==> config.mk <==
export PLATFORM = sky130hd
export DESIGN_NAME = hsync_ref_extract
export DESIGN_NICKNAME = d
export VERILOG_FILES = /design/src/rtl/hre_pkg.sv /design/src/rtl/hre_sync.sv /design/src/rtl/hre_hdvd_path.sv /design/src/rtl/hre_rise_regen.sv /design/src/rtl/hre_vert_sep.sv /design/src/rtl/hsync_ref_extract.sv
export SDC_FILE = /design/constraint.sdc
export NUM_CORES = 1
export LEC_CHECK = 0
export BUFFER_PORTS_ARGS = -buffer_cell sky130_fd_sc_hd__buf_4
export CORE_MARGIN = 1.5
export CORE_UTILIZATION = 50
export DETAILED_ROUTE_END_ITERATION = 10
export PLACE_DENSITY = 0.75
export SETUP_SLACK_MARGIN = 0.3
export SLEW_MARGIN = 20
export SYNTH_ARGS = -nofsm -noshare
export SYNTH_HDL_FRONTEND = slang
export SYNTH_SLANG_ARGS = --single-unit
==> constraint.sdc <==
create_clock -name clk -period 2.95 [get_ports clk]
set_input_delay 0.1475 -clock clk [delete_from_list [all_inputs] [get_ports clk]]
set_output_delay 0.1475 -clock clk [all_outputs]
set_load 0.02 [all_outputs]
==> src/rtl/hre_pkg.sv <==
// Package hre_pkg
// Shared types and helpers for the external horizontal reference extractor.
// Assumes nothing beyond IEEE 1800-2017 synthesizable constructs.
package hre_pkg;

    // Source selection as seen after synchronisation
    typedef enum logic {
        SRC_SEPARATE  = 1'b0,
        SRC_COMPOSITE = 1'b1
    } src_sel_t;

    // Bit positions of the bundled asynchronous inputs
    localparam int unsigned IN_HD    = 0;
    localparam int unsigned IN_VD    = 1;
    localparam int unsigned IN_CSYNC = 2;
    localparam int unsigned IN_MODE  = 3;
    localparam int unsigned IN_COUNT = 4;

    // Largest of three counts, used to size shared counters
    function automatic int unsigned max3(input int unsigned a,
                                         input int unsigned b,
                                         input int unsigned c);
        int unsigned m;
        m = a;
        if (b > m) m = b;
        if (c > m) m = c;
        return m;
    endfunction

endpackage

==> src/rtl/hre_sync.sv <==
// Module hre_sync
// Multi-stage synchroniser for a bundle of asynchronous single-bit inputs.
// Each bit passes through STAGES flops. On reset every stage loads RESET_VAL
// so that no false edge is seen when reset is released.
// Assumes the bits are independent and need no mutual coherence.
module hre_sync #(
    parameter int unsigned     WIDTH     = 4,
    parameter int unsigned     STAGES    = 2,
    parameter logic [WIDTH-1:0] RESET_VAL = '1
) (
    input  logic             clk,
    input  logic             rst_n,
    input  logic [WIDTH-1:0] async_in,
    output logic [WIDTH-1:0] sync_out
);

    logic [WIDTH-1:0] stage_q [STAGES];

    generate
        genvar s;
        for (s = 0; s < STAGES; s++) begin : g_stage
            if (s == 0) begin : g_first
                // First capture of the asynchronous inputs
                always_ff @(posedge clk) begin
                    if (!rst_n) stage_q[0] <= RESET_VAL;
                    else        stage_q[0] <= async_in;
                end
            end else begin : g_next
                // Further resolution stages
                always_ff @(posedge clk) begin
                    if (!rst_n) stage_q[s] <= RESET_VAL;
                    else        stage_q[s] <= stage_q[s-1];
                end
            end
        end
    endgenerate

    assign sync_out = stage_q[STAGES-1];

endmodule

==> src/rtl/hre_hdvd_path.sv <==
// Module hre_hdvd_path
// Separate-drive source path: registers the synchronised horizontal drive
// as the reference, and turns each falling edge of the synchronised
// vertical drive into a one-clock strobe.
// Assumes hd_s and vd_s come from a synchroniser that resets them high.
module hre_hdvd_path (
    input  logic clk,
    input  logic rst_n,
    input  logic hd_s,
    input  logic vd_s,
    output logic ref_hd,
    output logic vs_hd
);

    logic vd_prev;
    logic vd_fall;

    // Remember the previous vertical drive level for edge detection
    always_ff @(posedge clk) begin
        if (!rst_n) vd_prev <= 1'b1;
        else        vd_prev <= vd_s;
    end

    assign vd_fall = vd_prev & ~vd_s;

    // Register the horizontal copy and the vertical strobe
    always_ff @(posedge clk) begin
        if (!rst_n) begin
            ref_hd <= 1'b1;
            vs_hd  <= 1'b0;
        end else begin
            ref_hd <= hd_s;
            vs_hd  <= vd_fall;
        end
    end

endmodule

==> src/rtl/hre_rise_regen.sv <==
// Module hre_rise_regen
// Composite-sync horizontal reference. An accepted falling edge of the
// synchronised sync input drives the reference low and starts a counter.
// The reference rises again RISE_DELAY clocks later. Falls seen while the
// counter runs are ignored.
// Assumes RISE_DELAY >= 2 and cs_fall is a single-cycle pulse.
module hre_rise_regen #(
    parameter int unsigned RISE_DELAY = 42
) (
    input  logic clk,
    input  logic rst_n,
    input  logic cs_fall,
    output logic ref_cs
);

    localparam int unsigned CNT_W  = $clog2(RISE_DELAY + 1);
    localparam logic [CNT_W-1:0] LAST = CNT_W'(RISE_DELAY - 1);

    logic             busy;
    logic [CNT_W-1:0] cnt;

    // Start, run and finish the rise-delay count
    always_ff @(posedge clk) begin
        if (!rst_n) begin
            busy   <= 1'b0;
            cnt    <= '0;
            ref_cs <= 1'b1;
        end else if (!busy) begin
            if (cs_fall) begin
                busy   <= 1'b1;
                cnt    <= '0;
                ref_cs <= 1'b0;
            end
        end else if (cnt == LAST) begin
            busy   <= 1'b0;
            ref_cs <= 1'b1;
        end else begin
            cnt <= cnt + 1'b1;
        end
    end

endmodule

==> src/rtl/hre_vert_sep.sv <==
// Module hre_vert_sep
// Composite-sync vertical separator. Counts consecutive low and high
// samples of the synchronised sync input. A low run of VS_THRESH samples
// while armed yields one strobe and disarms. A high run of REARM_THRESH
// samples re-arms the detector.
// Assumes VS_THRESH exceeds any normal line pulse and REARM_THRESH
// exceeds the high time between half-line pulses.
module hre_vert_sep #(
    parameter int unsigned VS_THRESH    = 400,
    parameter int unsigned REARM_THRESH = 800
) (
    input  logic clk,
    input  logic rst_n,
    input  logic cs_s,
    output logic vs_cs
);

    localparam int unsigned CNT_W =
        $clog2(((VS_THRESH > REARM_THRESH) ? VS_THRESH : REARM_THRESH) + 1);
    localparam logic [CNT_W-1:0] LOW_HIT  = CNT_W'(VS_THRESH - 1);
    localparam logic [CNT_W-1:0] LOW_SAT  = CNT_W'(VS_THRESH);
    localparam logic [CNT_W-1:0] HIGH_HIT = CNT_W'(REARM_THRESH - 1);
    localparam logic [CNT_W-1:0] HIGH_SAT = CNT_W'(REARM_THRESH);

    logic [CNT_W-1:0] low_run;
    logic [CNT_W-1:0] high_run;
    logic             armed;
    logic             low_hit;
    logic             high_hit;

    assign low_hit  = ~cs_s & (low_run == LOW_HIT);
    assign high_hit =  cs_s & (high_run == HIGH_HIT);

    // Saturating run-length counters for each input level
    always_ff @(posedge clk) begin
        if (!rst_n) begin
            low_run  <= '0;
            high_run <= '0;
        end else if (!cs_s) begin
            high_run <= '0;
            if (low_run != LOW_SAT) low_run <= low_run + 1'b1;
        end else begin
            low_run <= '0;
            if (high_run != HIGH_SAT) high_run <= high_run + 1'b1;
        end
    end

    // Arm, fire once and re-arm the vertical detector
    always_ff @(posedge clk) begin
        if (!rst_n) begin
            armed <= 1'b1;
            vs_cs <= 1'b0;
        end else begin
            vs_cs <= low_hit & armed;
            if (low_hit & armed) armed <= 1'b0;
            else if (high_hit)   armed <= 1'b1;
        end
    end

endmodule

==> src/rtl/hsync_ref_extract.sv <==
// Module hsync_ref_extract (top)
// Derives a line-rate reference and a vertical reset strobe from either
// separate horizontal/vertical drives or a composite sync input. All inputs
// are synchronised to clk. Both source paths run continuously, and the
// synchronised mode select chooses which one drives the outputs.
// Assumes inputs idle high and the reset is synchronous and active low.
module hsync_ref_extract
    import hre_pkg::*;
#(
    parameter int unsigned SYNC_STAGES  = 2,
    parameter int unsigned RISE_DELAY   = 42,
    parameter int unsigned VS_THRESH    = 400,
    parameter int unsigned REARM_THRESH = 800
) (
    input  logic clk,
    input  logic rst_n,
    input  logic sel_composite,
    input  logic ext_hd,
    input  logic ext_vd,
    input  logic ext_csync,
    output logic ref_h,
    output logic vreset_strobe
);

    localparam logic [IN_COUNT-1:0] IN_RESET = IN_COUNT'(4'b0111);

    logic [IN_COUNT-1:0] raw_in;
    logic [IN_COUNT-1:0] syn_in;
    src_sel_t            mode_s;
    logic                cs_prev;
    logic                cs_fall;
    logic                ref_hd;
    logic                vs_hd;
    logic                ref_cs;
    logic                vs_cs;

    // Bundle the asynchronous inputs in package-defined order
    always_comb begin
        raw_in           = '0;
        raw_in[IN_HD]    = ext_hd;
        raw_in[IN_VD]    = ext_vd;
        raw_in[IN_CSYNC] = ext_csync;
        raw_in[IN_MODE]  = sel_composite;
    end

    hre_sync #(
        .WIDTH     (IN_COUNT),
        .STAGES    (SYNC_STAGES),
        .RESET_VAL (IN_RESET)
    ) u_sync (
        .clk      (clk),
        .rst_n    (rst_n),
        .async_in (raw_in),
        .sync_out (syn_in)
    );

    assign mode_s = src_sel_t'(syn_in[IN_MODE]);

    // Previous composite sync level for falling-edge detection
    always_ff @(posedge clk) begin
        if (!rst_n) cs_prev <= 1'b1;
        else        cs_prev <= syn_in[IN_CSYNC];
    end

    assign cs_fall = cs_prev & ~syn_in[IN_CSYNC];

    hre_hdvd_path u_hdvd (
        .clk    (clk),
        .rst_n  (rst_n),
        .hd_s   (syn_in[IN_HD]),
        .vd_s   (syn_in[IN_VD]),
        .ref_hd (ref_hd),
        .vs_hd  (vs_hd)
    );

    hre_rise_regen #(
        .RISE_DELAY (RISE_DELAY)
    ) u_regen (
        .clk     (clk),
        .rst_n   (rst_n),
        .cs_fall (cs_fall),
        .ref_cs  (ref_cs)
    );

    hre_vert_sep #(
        .VS_THRESH    (VS_THRESH),
        .REARM_THRESH (REARM_THRESH)
    ) u_vsep (
        .clk   (clk),
        .rst_n (rst_n),
        .cs_s  (syn_in[IN_CSYNC]),
        .vs_cs (vs_cs)
    );

    // Route the selected source to the outputs
    always_comb begin
        if (mode_s == SRC_COMPOSITE) begin
            ref_h         = ref_cs;
            vreset_strobe = vs_cs;
        end else begin
            ref_h         = ref_hd;
            vreset_strobe = vs_hd;
        end
    end

endmodule

; ---- Word-level counts from Yosys, hierarchy flattened
; Memories as Yosys holds them, arrays and structs flattened.
; Index checks and enable logic that the tools add are counted.
[totals]
rom_bits = 0
reg_bits = 34
input_bits = 6
output_inout_bits = 2
latchBits = 0
memories = 1
ram_bits = 8
elab_cells = 55
[classes]
shift = 0
n_reduce_logical = 6
add_sub_neg = 3
div = 0
bitwise_logic = 10
mul = 0
n_eq_ne = 7
mux = 17
order_cmp = 0
[mem_list]
columns = memory, depth, width, rd, rd_ports_with_merged_regs, write_ports, line_no
row1 = u_sync.stage_q, 2, 4, 2, 0, 2, hre_sync.sv:17  ; logic [WIDTH-1:0] stage_q [STAGES];
[op_table]
columns = op, n
row1 = $add A10 B1 Y10 const B, 2
row2 = $mux W6, 3
row3 = $mux W1, 12
row4 = $eq A10 B10 Y1 const B, 1
row5 = $eq A10 B9 Y1 const B, 1
row6 = $ne A10 B10 Y1 const B, 1
row7 = $ne A10 B9 Y1 const B, 1
row8 = $mux W4, 2
row9 = $add A6 B1 Y6 const B, 1
row10 = $eq A6 B6 Y1 const B, 1
row11 = $reduce_and A2 Y1, 3
row12 = $and A1 B1 Y1, 5
row13 = $ne A2 B2 Y1 const B, 2
row14 = $reduce_bool A2 Y1, 2
row15 = $not A1 Y1, 3
row16 = $or A1 B1 Y1, 2
row17 = $reduce_or A2 Y1, 1

; ---- Logic depth before layout (Yosys ltp)
; Gate-level depths: netlist (run 1).
[logic_depth]
ltp_word = 4
ltp_mapped = 6
ltp_nobuf = 6

; ---- Modules after synthesis
; A second synthesis (run 1) with hierarchy kept.
[hier_totals]
hier_cells = 206
area_unflattened_um2 = 1898.1
[modules_own_cells]
columns = mod, instances, area_per_inst_um2, cells_per_inst, seq_area_each_um2
row1 = hre_vert_sep, 1, 1104.8, 125, 440.4
row2 = hre_rise_regen, 1, 446.7, 54, 160.2
row3 = hre_sync, 1, 210.2, 16, 160.2
row4 = hre_hdvd_path, 1, 81.3, 6, 60.1
row5 = hsync_ref_extract, 1, 55.1, 5, 20.0

; ---- Least setup slack after synthesis (run 1)
; OpenSTA, ideal clock, no wires.
[synth_timing]
path_kind = register to register
startpoint = reg u_vsep.low_run[1]
endpoint = reg u_vsep.armed
setup_slack_ns = 1.537
setup_ns = 0.142
t_arrival_ns = 1.271
path_buffers = 0
path_stages_with_launch = 6
required_ns = 2.808
period_less_slack_ns = 1.413
path_cell_list = dfxtp_1 -> ha_1 -> nand3_1 -> or3_1 -> nor3_1 -> o221ai_1
[synth_via]
elab_chain_cells = 4
word_cells_on_any_way = 5
cone_classes = eq/ne: 1 / mux: 1 / bitwise: 2 / reduce/logical: 1
[synth_rtl]
columns = element, line_no
row1 = from (decl), hre_vert_sep.sv:25  ; logic [CNT_W-1:0] low_run;
row2 = from (signal assigned), hre_vert_sep.sv:41  ; if (low_run != LOW_SAT) low_run <= low_run + 1'b1;
row3 = $eq A10 B9 Y1 (*), hre_vert_sep.sv:31  ; assign low_hit = ~cs_s & (low_run == LOW_HIT);
row4 = $and A1 B1 Y1 (*), hre_vert_sep.sv:31
row5 = $and A1 B1 Y1 (*), hre_vert_sep.sv:55  ; if (low_hit & armed) armed <= 1'b0;
row6 = $mux W1 / $reduce_bool A2 Y1 (equally long branches), -
row7 = to (signal assigned), hre_vert_sep.sv:51  ; armed <= 1'b1;
row8 = to (signal assigned), hre_vert_sep.sv:55
row9 = to (signal assigned), hre_vert_sep.sv:56  ; else if (high_hit) armed <= 1'b1;
row10 = to (decl), hre_vert_sep.sv:27  ; logic armed;
; Mark *: on every way between the ends. The rest lies on a longest branch, timed or not.
; A chain may end at the register's enable or synchronous reset.

; ---- Worst setup path after layout (run 1)
[layout_timing]
startpoint = reg u_regen.cnt[0]
endpoint = reg u_regen.cnt[5]
[layout_via]
elab_chain_cells = 3
word_cells_on_any_way = 6
cone_classes = add/sub: 1 / eq/ne: 2 / mux: 2 / reduce/logical: 1
[layout_rtl]
columns = element, line_no
row1 = from (decl), hre_rise_regen.sv:20  ; logic [CNT_W-1:0] cnt;
row2 = from (signal assigned), hre_rise_regen.sv:38  ; cnt <= cnt + 1'b1;
row3 = $add A6 B1 Y6 / $eq A6 B6 Y1 (equally long branches), "hre_rise_regen.sv:38, hre_rise_regen.sv:34"
row4 = $mux W6 / $ne A2 B2 Y1 (equally long branches), -
row5 = $mux W6 / $reduce_and A2 Y1 (equally long branches), -
; Parallel ways exist; a longest one is shown, timed or not. The select of a mux whose other input is x is not followed.

==> results.txt, run 1 <==
Status - finished, final reports clean
CP endpoint kind - flip-flop
Setup slack, reg-to-reg - 1350 ps
Num CTS Buffers - 5
Most common cell after layout, fill and taps aside - dfxtp_1
Die area - 3850 um^2
Synthesized area per cell - 9.33 um^2
I/O pin cnt - 8
Final net count - 214
Clock sink total - 42
FMAX - 625 MHz
Post-CTS sizing - 0
Critical Path Start Type - flip-flop
Clock root buffer - clkbuf_4
Setup Skew - 4.41 ps
Maximum clock path buffer count - 2
Switching share of power - 22.6%
Reg-to-reg critical path endpoint - u_regen.cnt[5]
PwrDens - 475 nW/um^2
Post-CTS Repair Setup Buffers - 0
Hold Crit Class - in -> reg
DRC - 0
Slew margin rel. - 68.5%
Final hold slack - 95.5 ps
Post-synth EDFFs - 0
Sw Pwr - 0.209 mW
Global-route wire length before repair - 5040 um
Max-cap violations - 0
R2R Path Start - u_regen.cnt[0]
Total global-route track usage - 17.7%
Synth async-reset ratio - 0%
Total vias in the final route - 1287
Flops & latches, synth - 42
Port bufs - 7
Clk slew on worst S/H paths - 120 ps
Worst Path Required - 3190 ps
Cells on Worst Hold Path - 2
Worst Hold Endpoint - u_hdvd.ref_hd
H-tree Lvls - 2
Clock power frac - 31.5%
Reg2reg path depth - 5
Area added between synthesis and finish - 11.6%
RSZ-0062 raised after global routing - no
Syn nets - 199
Count of different cell masters after synthesis - 35
Initial DRT Pass Iterations - 4
Hold Path Origin - rst_n
Crit Path Class - reg -> reg
Num rows - 21
Max-slew violation count - 0
Post-route minimum period - 1600 ps
Die width - 62.1 um
Seq/Total Area, Yosys - 48.2%
Yosys warning total - 0
Largest net degree at the start of global routing - 21
DR iter-0 viols - 63
Synth Cell Area - 1750 um^2
Ys flop type - dfxtp_1
Setup_tns - 0 ps
Core area - 3340 um^2
CTS tree - done
Detailed placement HPWL - 2200 um
Avg Vias per Cell - 5.17
Post-detailed-routing wire length - 2990 um
Initial antenna violation count - 0
Die Span Y - 62.1 um
Clk Latency, worst-skew pair - 340 ps
Grt total ovfl - 0
Starting Density - 52.3%
Static Leak - 0.697 nW
Routability cong. - 0.728
CP Data Arrival Time - 1840 ps
ANT nets after route - 0
Syn Inst Count - 187
Ant. Diodes - 0
Worst vdd ir - 0.360 mV
Fin. Hold Viols - 0
Combinational group share of total power - 4.9%
Number of global-route vias before repair - 1232
Detailed-route wire length per cell - 12.0 um
Most frequent cells in the layout - dfxtp_1, nor2_1, inv_1, nand2_1, nand2b_1
# setup viols final - 0
Reg power frac - 63.6%
Fraction of layout cells with a size suffix above 1 - 12.3%
Final worst path period share - 54.2%
Critical Path Fanout Max - 8
Worst Tran Pin Value - 471 ps
Internal power - 0.717 mW
==> cell type report <==
class                   count  area, um^2
fillers                   311        1390
multi-input cells         128         841
flip-flops and latches     42         841
clock buffers               6        51.3
well taps                  46        57.6
repair buffers             11        92.6
clock inverters             2        12.5
inverters                  14        52.6
==> power groups by stage <==
stage / registers (mW) / clock network, mW / logic [mW]
after global routing: 0.592 / 0.327 / 0.0505
after floorplan: 0.600 / 0 / 0.0291
after detailed placement: 0.602 / 0 / 0.0410
final: 0.589 / 0.292 / 0.0450
after CTS: 0.589 / 0.303 / 0.0452
after global placement: 0.601 / 0 / 0.0391
==> metal layers <==
layer	global-route usage, %	vias up	share of wire (%)
met5	0	-	0
met4	6.38	0	1.3
met3	4.35	5	2.6
met2	32.1	13	51
met1	20.0	605	45
li1	-	664	-
==> worst max-delay path, stage by stage (launching register included) <==
cell and delay [ps]:
dfxtp_1 410, ha_1 160, nand2_1 100, o41ai_4 410, nor3_1 100, o31a_1 310
==> logic make-up after synthesis <==
family / share of synthesized area (%)
DFF: 48.2
buffers and inverters: 3.66
and+or+nand+nor: 26.3
muxes: 2.44
adders and majority gates: 4.30
AOI/OAI and AO/OA: 8.10
xor gates and xnor gates: 7.02
==> sequential cells by signal (all words and copies together) (netlist names) <==
signal	flops
u_regen.ref_cs	1
u_hdvd.ref_hd	1
u_vsep.armed	1
u_hdvd.vd_prev	1
u_vsep.low_run	10
u_hdvd.vs_hd	1
u_regen.busy	1
cs_prev	1
u_regen.cnt	6
u_vsep.vs_cs	1
u_vsep.high_run	10
u_sync.stage_q	8
==> Yosys cell counts (3+ instances only) <==
master / n / area [um^2]
a21oi_1: 8 / 40.0
inv_1: 13 / 48.8
xnor2_1: 10 / 87.6
nand2_1: 11 / 41.3
clkbuf_1: 3 / 11.3
or3_1: 6 / 37.5
nand3_1: 10 / 50.1
and3_2: 3 / 22.5
nand4_1: 3 / 18.8
dfxtp_1: 42 / 841
nand2b_1: 11 / 68.8
xor2_1: 4 / 35.0
nor2_1: 21 / 78.8
nor3_1: 6 / 30.0
ha_1: 6 / 75.1
o21ai_0: 5 / 25.0
==> how the worst max path moves through the flow <==
stage	end	slack, ps	start
CTS	u_vsep.armed	1340	u_vsep.low_run[1]
finish	u_regen.cnt[5]	1350	u_regen.cnt[0]
global route	u_vsep.armed	1190	u_vsep.low_run[1]
global placement	u_vsep.armed	1470	u_vsep.low_run[1]
detailed placement	u_vsep.armed	1350	u_vsep.low_run[1]
floorplan	u_vsep.armed	1540	u_vsep.low_run[1]
==> repair_timing <==
item                                   CTS  global route
hold buffers                             4             0
setup endpoints to repair                0             0
endpoints found under the hold margin    4             0
==> per-stage QoR <==
step / power [mW] / utilization (%) / setup WS [ps] / area, um^2 / cells
after floorplan: 0.629 / - / 1540 / 1750 / 187
after global placement: 0.640 / 55.3 / 1470 / 1840 / 237
after detailed placement: 0.643 / 55.3 / 1350 / 1840 / 237
after CTS: 0.937 / 58.4 / 1340 / 1950 / 249
after global routing: 0.969 / 58.4 / 1190 / 1950 / 249
final: 0.926 / 58.4 / 1350 / 1950 / 249
Note: power is estimated with default switching activity, not from simulation.
==> run 2: changes to the inputs <==
--- a/config.mk
+++ b/config.mk
@@ -9,7 +9,7 @@
 export CORE_MARGIN = 1.5
 export CORE_UTILIZATION = 50
 export DETAILED_ROUTE_END_ITERATION = 10
-export PLACE_DENSITY = 0.75
+export PLACE_DENSITY = 0.78
 export SETUP_SLACK_MARGIN = 0.3
 export SLEW_MARGIN = 20
 export SYNTH_ARGS = -nofsm -noshare
==> constraint.sdc (replaced) <==
create_clock -name clk -period 1.35 [get_ports clk]
set_input_delay 0.0675 -clock clk [delete_from_list [all_inputs] [get_ports clk]]
set_output_delay 0.0675 -clock clk [all_outputs]
set_load 0.02 [all_outputs]
==> results.txt, run 2 (synthesized netlist as in run 1, its figures left out) <==
Num CTS Buffers - 5 (unchanged)
Setup Skew - 15.1 ps (was 4.41 ps)
Total global-route track usage - 22.4% (was 17.7%)
Register Area - 898 um^2 (was 841 um^2)
Combinational group share of total power - 8.3% (was 4.9%)
RSZ-0062 raised after global routing - yes (was no)
Number of global-route vias before repair - 1384 (was 1232)
Final worst path period share - 106% (was 54.2%)
Sw Pwr - 0.551 mW (was 0.209 mW)
Status - finished, violations left (was finished, final reports clean)
Core Util, Final - 78.2% (was 58.4%)
Largest regs - u_vsep.high_run (10), u_vsep.low_run (10), u_sync.stage_q (8) (unchanged)
Clock sink total - 42 (unchanged)
Hold Crit Class - in -> reg (unchanged)
Avg Vias per Cell - 5.32 (was 5.17)
Ant. Diodes - 0 (unchanged)
CP endpoint kind - flip-flop (unchanged)
Crit path to - u_vsep.armed (was u_regen.cnt[5])
DRC - 0 (unchanged)
Reg power frac - 60.3% (was 63.6%)
Internal power - 1.55 mW (was 0.717 mW)
Critical Path Start Type - flip-flop (unchanged)
Die width - 62.1 um (unchanged)
Worst Path Required - 1600 ps (was 3190 ps)
Worst vdd ir - 0.657 mV (was 0.360 mV)
Clock root buffer - clkbuf_4 (unchanged)
Fin. Hold Viols - 0 (unchanged)
Initial antenna violation count - 0 (unchanged)
Failing checks - negative setup slack
Num rows - 21 (unchanged)
Core area - 3340 um^2 (unchanged)
Final net count - 244 (was 214)
Max-cap violations - 0 (unchanged)
Clk slew on worst S/H paths - 140 ps (was 120 ps)
Routability cong. - 0.780 (was 0.728)
Reg2reg path depth - 5 (unchanged)
Crit Path Class - reg -> reg (unchanged)
FMAX - 700 MHz (was 625 MHz)
Setup ws final - -77.6 ps (was 1350 ps)
Starting Density - 52.3% (unchanged)
Largest net degree at the start of global routing - 16 (was 21)
Reg-to-reg critical path endpoint - u_vsep.armed (was u_regen.cnt[5])
Most frequent cells in the layout - buf_4, dfxtp_1, nor2_1, dfxtp_4, buf_6 (was dfxtp_1, nor2_1, inv_1, nand2_1, nand2b_1)
I/O pin cnt - 8 (unchanged)
Die Span Y - 62.1 um (unchanged)
R2R Path Start - u_vsep.low_run[1] (was u_regen.cnt[0])
DR iter-0 viols - 90 (was 63)
Global-route wire length before repair - 6180 um (was 5040 um)
Max-slew violation count - 0 (unchanged)
Setup slack, reg-to-reg - -80 ps (was 1350 ps)
Dpl ws - -80.9 ps (was 1350 ps)
Maximum clock path buffer count - 2 (unchanged)
CP Data Arrival Time - 1670 ps (was 1840 ps)
Switching share of power - 26.2% (was 22.6%)
Grt total ovfl - 0 (unchanged)
# setup viols final - 9 (was 0)
Port bufs - 7 (unchanged)
Filler Cell Count - 201 (was 311)
ANT nets after route - 0 (unchanged)
Clock power frac - 31.4% (was 31.5%)
Worst Tran Pin Value - 466 ps (was 471 ps)
Total vias in the final route - 1483 (was 1287)
Initial DRT Pass Iterations - 5 (was 4)
H-tree Lvls - 2 (unchanged)
PwrDens - 807 nW/um^2 (was 475 nW/um^2)
Die area - 3850 um^2 (unchanged)
Fraction of layout cells with a size suffix above 1 - 49.8% (was 12.3%)
Static Leak - 0.969 nW (was 0.697 nW)
Post-detailed-routing wire length - 4510 um (was 2990 um)
Area added between synthesis and finish - 49.5% (was 11.6%)
Most common cell after layout, fill and taps aside - buf_4 (was dfxtp_1)
Area of the multi-input gates - 1170 um^2 (was 841 um^2)
Clk Latency, worst-skew pair - 370 ps (was 340 ps)
Hold Path Origin - rst_n (unchanged)
Detailed-route wire length per cell - 16.2 um (was 12.0 um)
CTS tree - done (unchanged)
Detailed placement HPWL - 2230 um (was 2200 um)
Critical Path Fanout Max - 5 (was 8)
Post-route minimum period - 1430 ps (was 1600 ps)
Slew margin rel. - 68.9% (was 68.5%)
Worst Setup SP - u_vsep.low_run[1] (was u_regen.cnt[0])
[run 2: cell types whose count changed in the layout (fill, tap and decap cells not counted), moves of 7 or more]
cell	delta
dfxtp_2	+7
buf_6	+11
dfxtp_4	+13
buf_4	+17
dfxtp_1	-20
nand3_1	-7
[run 2: what timing repair did]
item | 4_1_cts | 5_1_grt
hold endpoints to repair | 8 | 0
buffers inserted | 14 | 4
setup endpoints to repair | 29 | 32
pin swaps | 20 | 20
resized for setup | 45 | 30
hold buffers | 6 | 0
[run 2: routing by layer]
metal	GRT usage [%]	vias up	routed length, um
met4	4.56	0	96
met2	42.4	28	2530
met1	24.5	717	1720
met5	0	-	0
li1	-	729	-
met3	6.42	9	166
[run 2: worst min-delay path by stage]
stage                     cells after the start  slack [ps]              endpoint
after global routing                          2        0.02        u_regen.cnt[1]
after CTS                                     2           5        u_regen.cnt[1]
after floorplan                               1         170  u_sync.stage_q[0][0]
after detailed placement                      2         250  u_sync.stage_q[0][2]
after global placement                        2         250  u_sync.stage_q[0][1]
final                                         2           4        u_regen.cnt[0]
[run 2: area by class of cell]
cell class              instances  area share, %
clock buffers                   5           1.44
clock inverters                 3          0.959
inverters                      14           2.11
multi-input cells             128           44.9
flip-flops and latches         42           34.4
well taps                      46           2.21
repair buffers                 41           14.0
[run 2: power by group through the flow]
| stage | Sequential, mW | Clock [mW] | Combinational, mW |
|---|---|---|---|
| final | 1.27 | 0.660 | 0.175 |
| after global routing | 1.27 | 0.717 | 0.190 |
| after CTS | 1.27 | 0.666 | 0.160 |
| after detailed placement | 1.32 | 0 | 0.105 |
| after global placement | 1.31 | 0 | 0.0980 |
| after floorplan | 1.31 | 0 | 0.0679 |
[run 2: critical path, cell delays in order, from the launching register on]
cell and delay [ps]:
dfxtp_4 400, ha_4 150, nand3_4 80, or3_4 350, nor3_4 200, o221ai_1 120
[run 2: metrics by stage]
stage | instance area [um^2] | cells | hold WS (ps) | power [mW] | setup TNS, ps
after floorplan | 1880 | 187 | 169 | 1.38 | 0
after global placement | 2050 | 247 | 251 | 1.41 | 0
after detailed placement | 2050 | 247 | 254 | 1.42 | -158
after CTS | 2450 | 275 | 5.09 | 2.10 | -186
after global routing | 2610 | 279 | 0.0235 | 2.18 | -890
final | 2610 | 279 | 3.85 | 2.10 | -277
==> run 3: changes to the inputs <==
==> constraint.sdc (replaced) <==
create_clock -name clk -period 1.3 [get_ports clk]
set_input_delay 0.065 -clock clk [delete_from_list [all_inputs] [get_ports clk]]
set_output_delay 0.065 -clock clk [all_outputs]
set_load 0.02 [all_outputs]
==> results.txt, run 3 (synthesized netlist as in run 1, its figures left out) <==
Status - finished, violations left (unchanged)
Failing checks - negative setup slack (unchanged)
CTS tree - done (unchanged)
Ant. Diodes - 0 (unchanged)
Initial DRT Pass Iterations - 4 (was 5)
Register Area - 893 um^2 (was 898 um^2)
Worst Path Required - 1550 ps (was 1600 ps)
Die area - 3850 um^2 (unchanged)
Clk Latency, worst-skew pair - 350 ps (was 370 ps)
Post-detailed-routing wire length - 3960 um (was 4510 um)
CP max-delay cell - dfxtp_2 (was dfxtp_4)
Reg power frac - 61.4% (was 60.3%)
Detailed-route wire length per cell - 13.9 um (was 16.2 um)
Cells along the critical path - inv_2 -> ha_4 -> nand2_4 -> o41ai_4 -> buf_4 -> nor3_2 -> o31a_1 (was ha_4 -> nand3_4 -> or3_4 -> nor3_4 -> o221ai_1)
Setup ws final - -100 ps (was -77.6 ps)
Buffers and inverters on the worst path - 2 (was 0)
Switching share of power - 25.2% (was 26.2%)
Max-slew violation count - 0 (unchanged)
Worst Tran Pin Value - 383 ps (was 466 ps)
Area after DPL - 2120 um^2 (was 2050 um^2)
Fraction of layout cells with a size suffix above 1 - 53.6% (was 49.8%)
Fin area - 2670 um^2 (was 2610 um^2)
RSZ-0062 raised after global routing - yes (unchanged)
Final worst path period share - 108% (was 106%)
Area of the multi-input gates - 1180 um^2 (was 1170 um^2)
Fin. Hold Viols - 0 (unchanged)
Filler Cell Count - 201 (unchanged)
Post-route minimum period - 1400 ps (was 1430 ps)
Reg2reg path depth - 7 (was 5)
Core Util, Final - 80.0% (was 78.2%)
Port bufs - 7 (unchanged)
Total vias in the final route - 1486 (was 1483)
Clock root buffer - clkbuf_4 (unchanged)
Placed Instances - 250 (was 247)
Starting Density - 52.3% (unchanged)
Core area - 3340 um^2 (unchanged)
Num rows - 21 (unchanged)
CP delay by family, top - compound AO/OA/AOI/OAI gates (was simple AND/OR/NAND/NOR gates)
Critical Path Start Type - flip-flop (unchanged)
FMAX - 714 MHz (was 700 MHz)
Setup Skew - 8.35 ps (was 15.1 ps)
# setup viols final - 9 (unchanged)
DR iter-0 viols - 41 (was 90)
Dpl ws - -112 ps (was -80.9 ps)
Avg Vias per Cell - 5.21 (was 5.32)
Most common cell after layout, fill and taps aside - buf_4 (unchanged)
Die width - 62.1 um (unchanged)
Routability cong. - 0.744 (was 0.780)
Final net count - 250 (was 244)
Worst path max stage delay - 350 ps (was 400 ps)
Total Power - 2.16 mW (was 2.10 mW)
Clock power frac - 29.6% (was 31.4%)
H-tree Lvls - 2 (unchanged)
Most frequent cells in the layout - buf_4, dfxtp_1, nor2_1, buf_6, dfxtp_2 (was buf_4, dfxtp_1, nor2_1, dfxtp_4, buf_6)
Number of global-route vias before repair - 1433 (was 1384)
Die Span Y - 62.1 um (unchanged)
Total global-route track usage - 22.5% (was 22.4%)
Num CTS Buffers - 5 (unchanged)
CP endpoint kind - flip-flop (unchanged)
Max-cap violations - 0 (unchanged)
Cells on Worst Hold Path - 2 (unchanged)
Internal power - 1.62 mW (was 1.55 mW)
Clock sink total - 42 (unchanged)
CP Data Arrival Time - 1650 ps (was 1670 ps)
Worst vdd ir - 0.762 mV (was 0.657 mV)
Hold Crit Class - in -> reg (unchanged)
Grt total ovfl - 0 (unchanged)
Clk slew on worst S/H paths - 130 ps (was 140 ps)
Slew margin rel. - 74.4% (was 68.9%)
Worst path depth - 7 (was 5)
Critical Path Fanout Max - 6 (was 5)
Global-route wire length before repair - 6260 um (was 6180 um)
Static Leak - 1.01 nW (was 0.969 nW)
Area added between synthesis and finish - 53.0% (was 49.5%)
Combinational group share of total power - 9.0% (was 8.3%)
Setup_tns - -453 ps (was -277 ps)
Maximum clock path buffer count - 2 (unchanged)
DRC - 0 (unchanged)
PwrDens - 811 nW/um^2 (was 807 nW/um^2)
Crit Path Class - reg -> reg (unchanged)
Final hold slack - 19.6 ps (was 3.85 ps)
Largest regs - u_vsep.high_run (10), u_vsep.low_run (10), u_sync.stage_q (8) (unchanged)
Initial antenna violation count - 0 (unchanged)
Sw Pwr - 0.544 mW (was 0.551 mW)
ANT nets after route - 0 (unchanged)
Non-filler cells, final - 285 (was 279)
Largest net degree at the start of global routing - 15 (was 16)
Detailed placement HPWL - 2340 um (was 2230 um)
I/O pin cnt - 8 (unchanged)
-- run 3: changes by cell type in the layout (fill, tap and decap cells not counted), sizes merged --
cell	change
inv	-1
buf	+5
clkinv	+1
dlygate4sd3	+1
-- run 3: worst reg2reg max path, delay by kind of cell, from the launching register on --
family,cells,cell delay (ps)
adder cells (fa/ha/maj),1,130
flip-flops,1,350
AND/OR/NAND/NOR,2,100
buffers and inverters,2,250
AO/OA/AOI/OAI,2,490
-- run 3: final cells by class --
cell class | instances | area share, %
timing repair buffer | 47 | 16.0
clock buffer | 5 | 1.41
tap | 46 | 2.16
multi-input combinational | 128 | 44.2
clock inverter | 3 | 0.797
inverter | 14 | 1.97
sequential | 42 | 33.5
-- run 3: final timing paths --
check,slack (ps),startpoint,end
min reg2reg,420,u_sync.stage_q[1][0],u_hdvd.ref_hd
max,-100,u_regen.cnt[1],u_regen.cnt[5]
max reg2reg,-100,u_regen.cnt[1],u_regen.cnt[5]
min,20,rst_n,u_sync.stage_q[1][3]
-- run 3: repair_timing --
item	in CTS	in global routing
endpoints found under the setup margin	30	31
gates resized for setup	35	33
pin swaps	20	26
setup buffers	11	9
endpoints found under the hold margin	9	0
hold buffers	7	0
-- run 3: metal layers --
metal / global-route usage (%) / up-vias / share of wire (%)
li1: - / 738 / -
met1: 26.4 / 712 / 42
met2: 37.5 / 26 / 53
met3: 7.25 / 10 / 3.1
met4: 9.73 / 0 / 1.9
met5: 0 / - / 0
-- run 3: power by group through the flow --
stage                     logic [mW]  clock network [mW]  registers [mW]
after floorplan               0.0711                   0            1.36
after global placement         0.102                   0            1.36
after detailed placement       0.108                   0            1.37
after CTS                      0.157               0.661            1.33
after global routing           0.212               0.721            1.33
final                          0.195               0.641            1.33
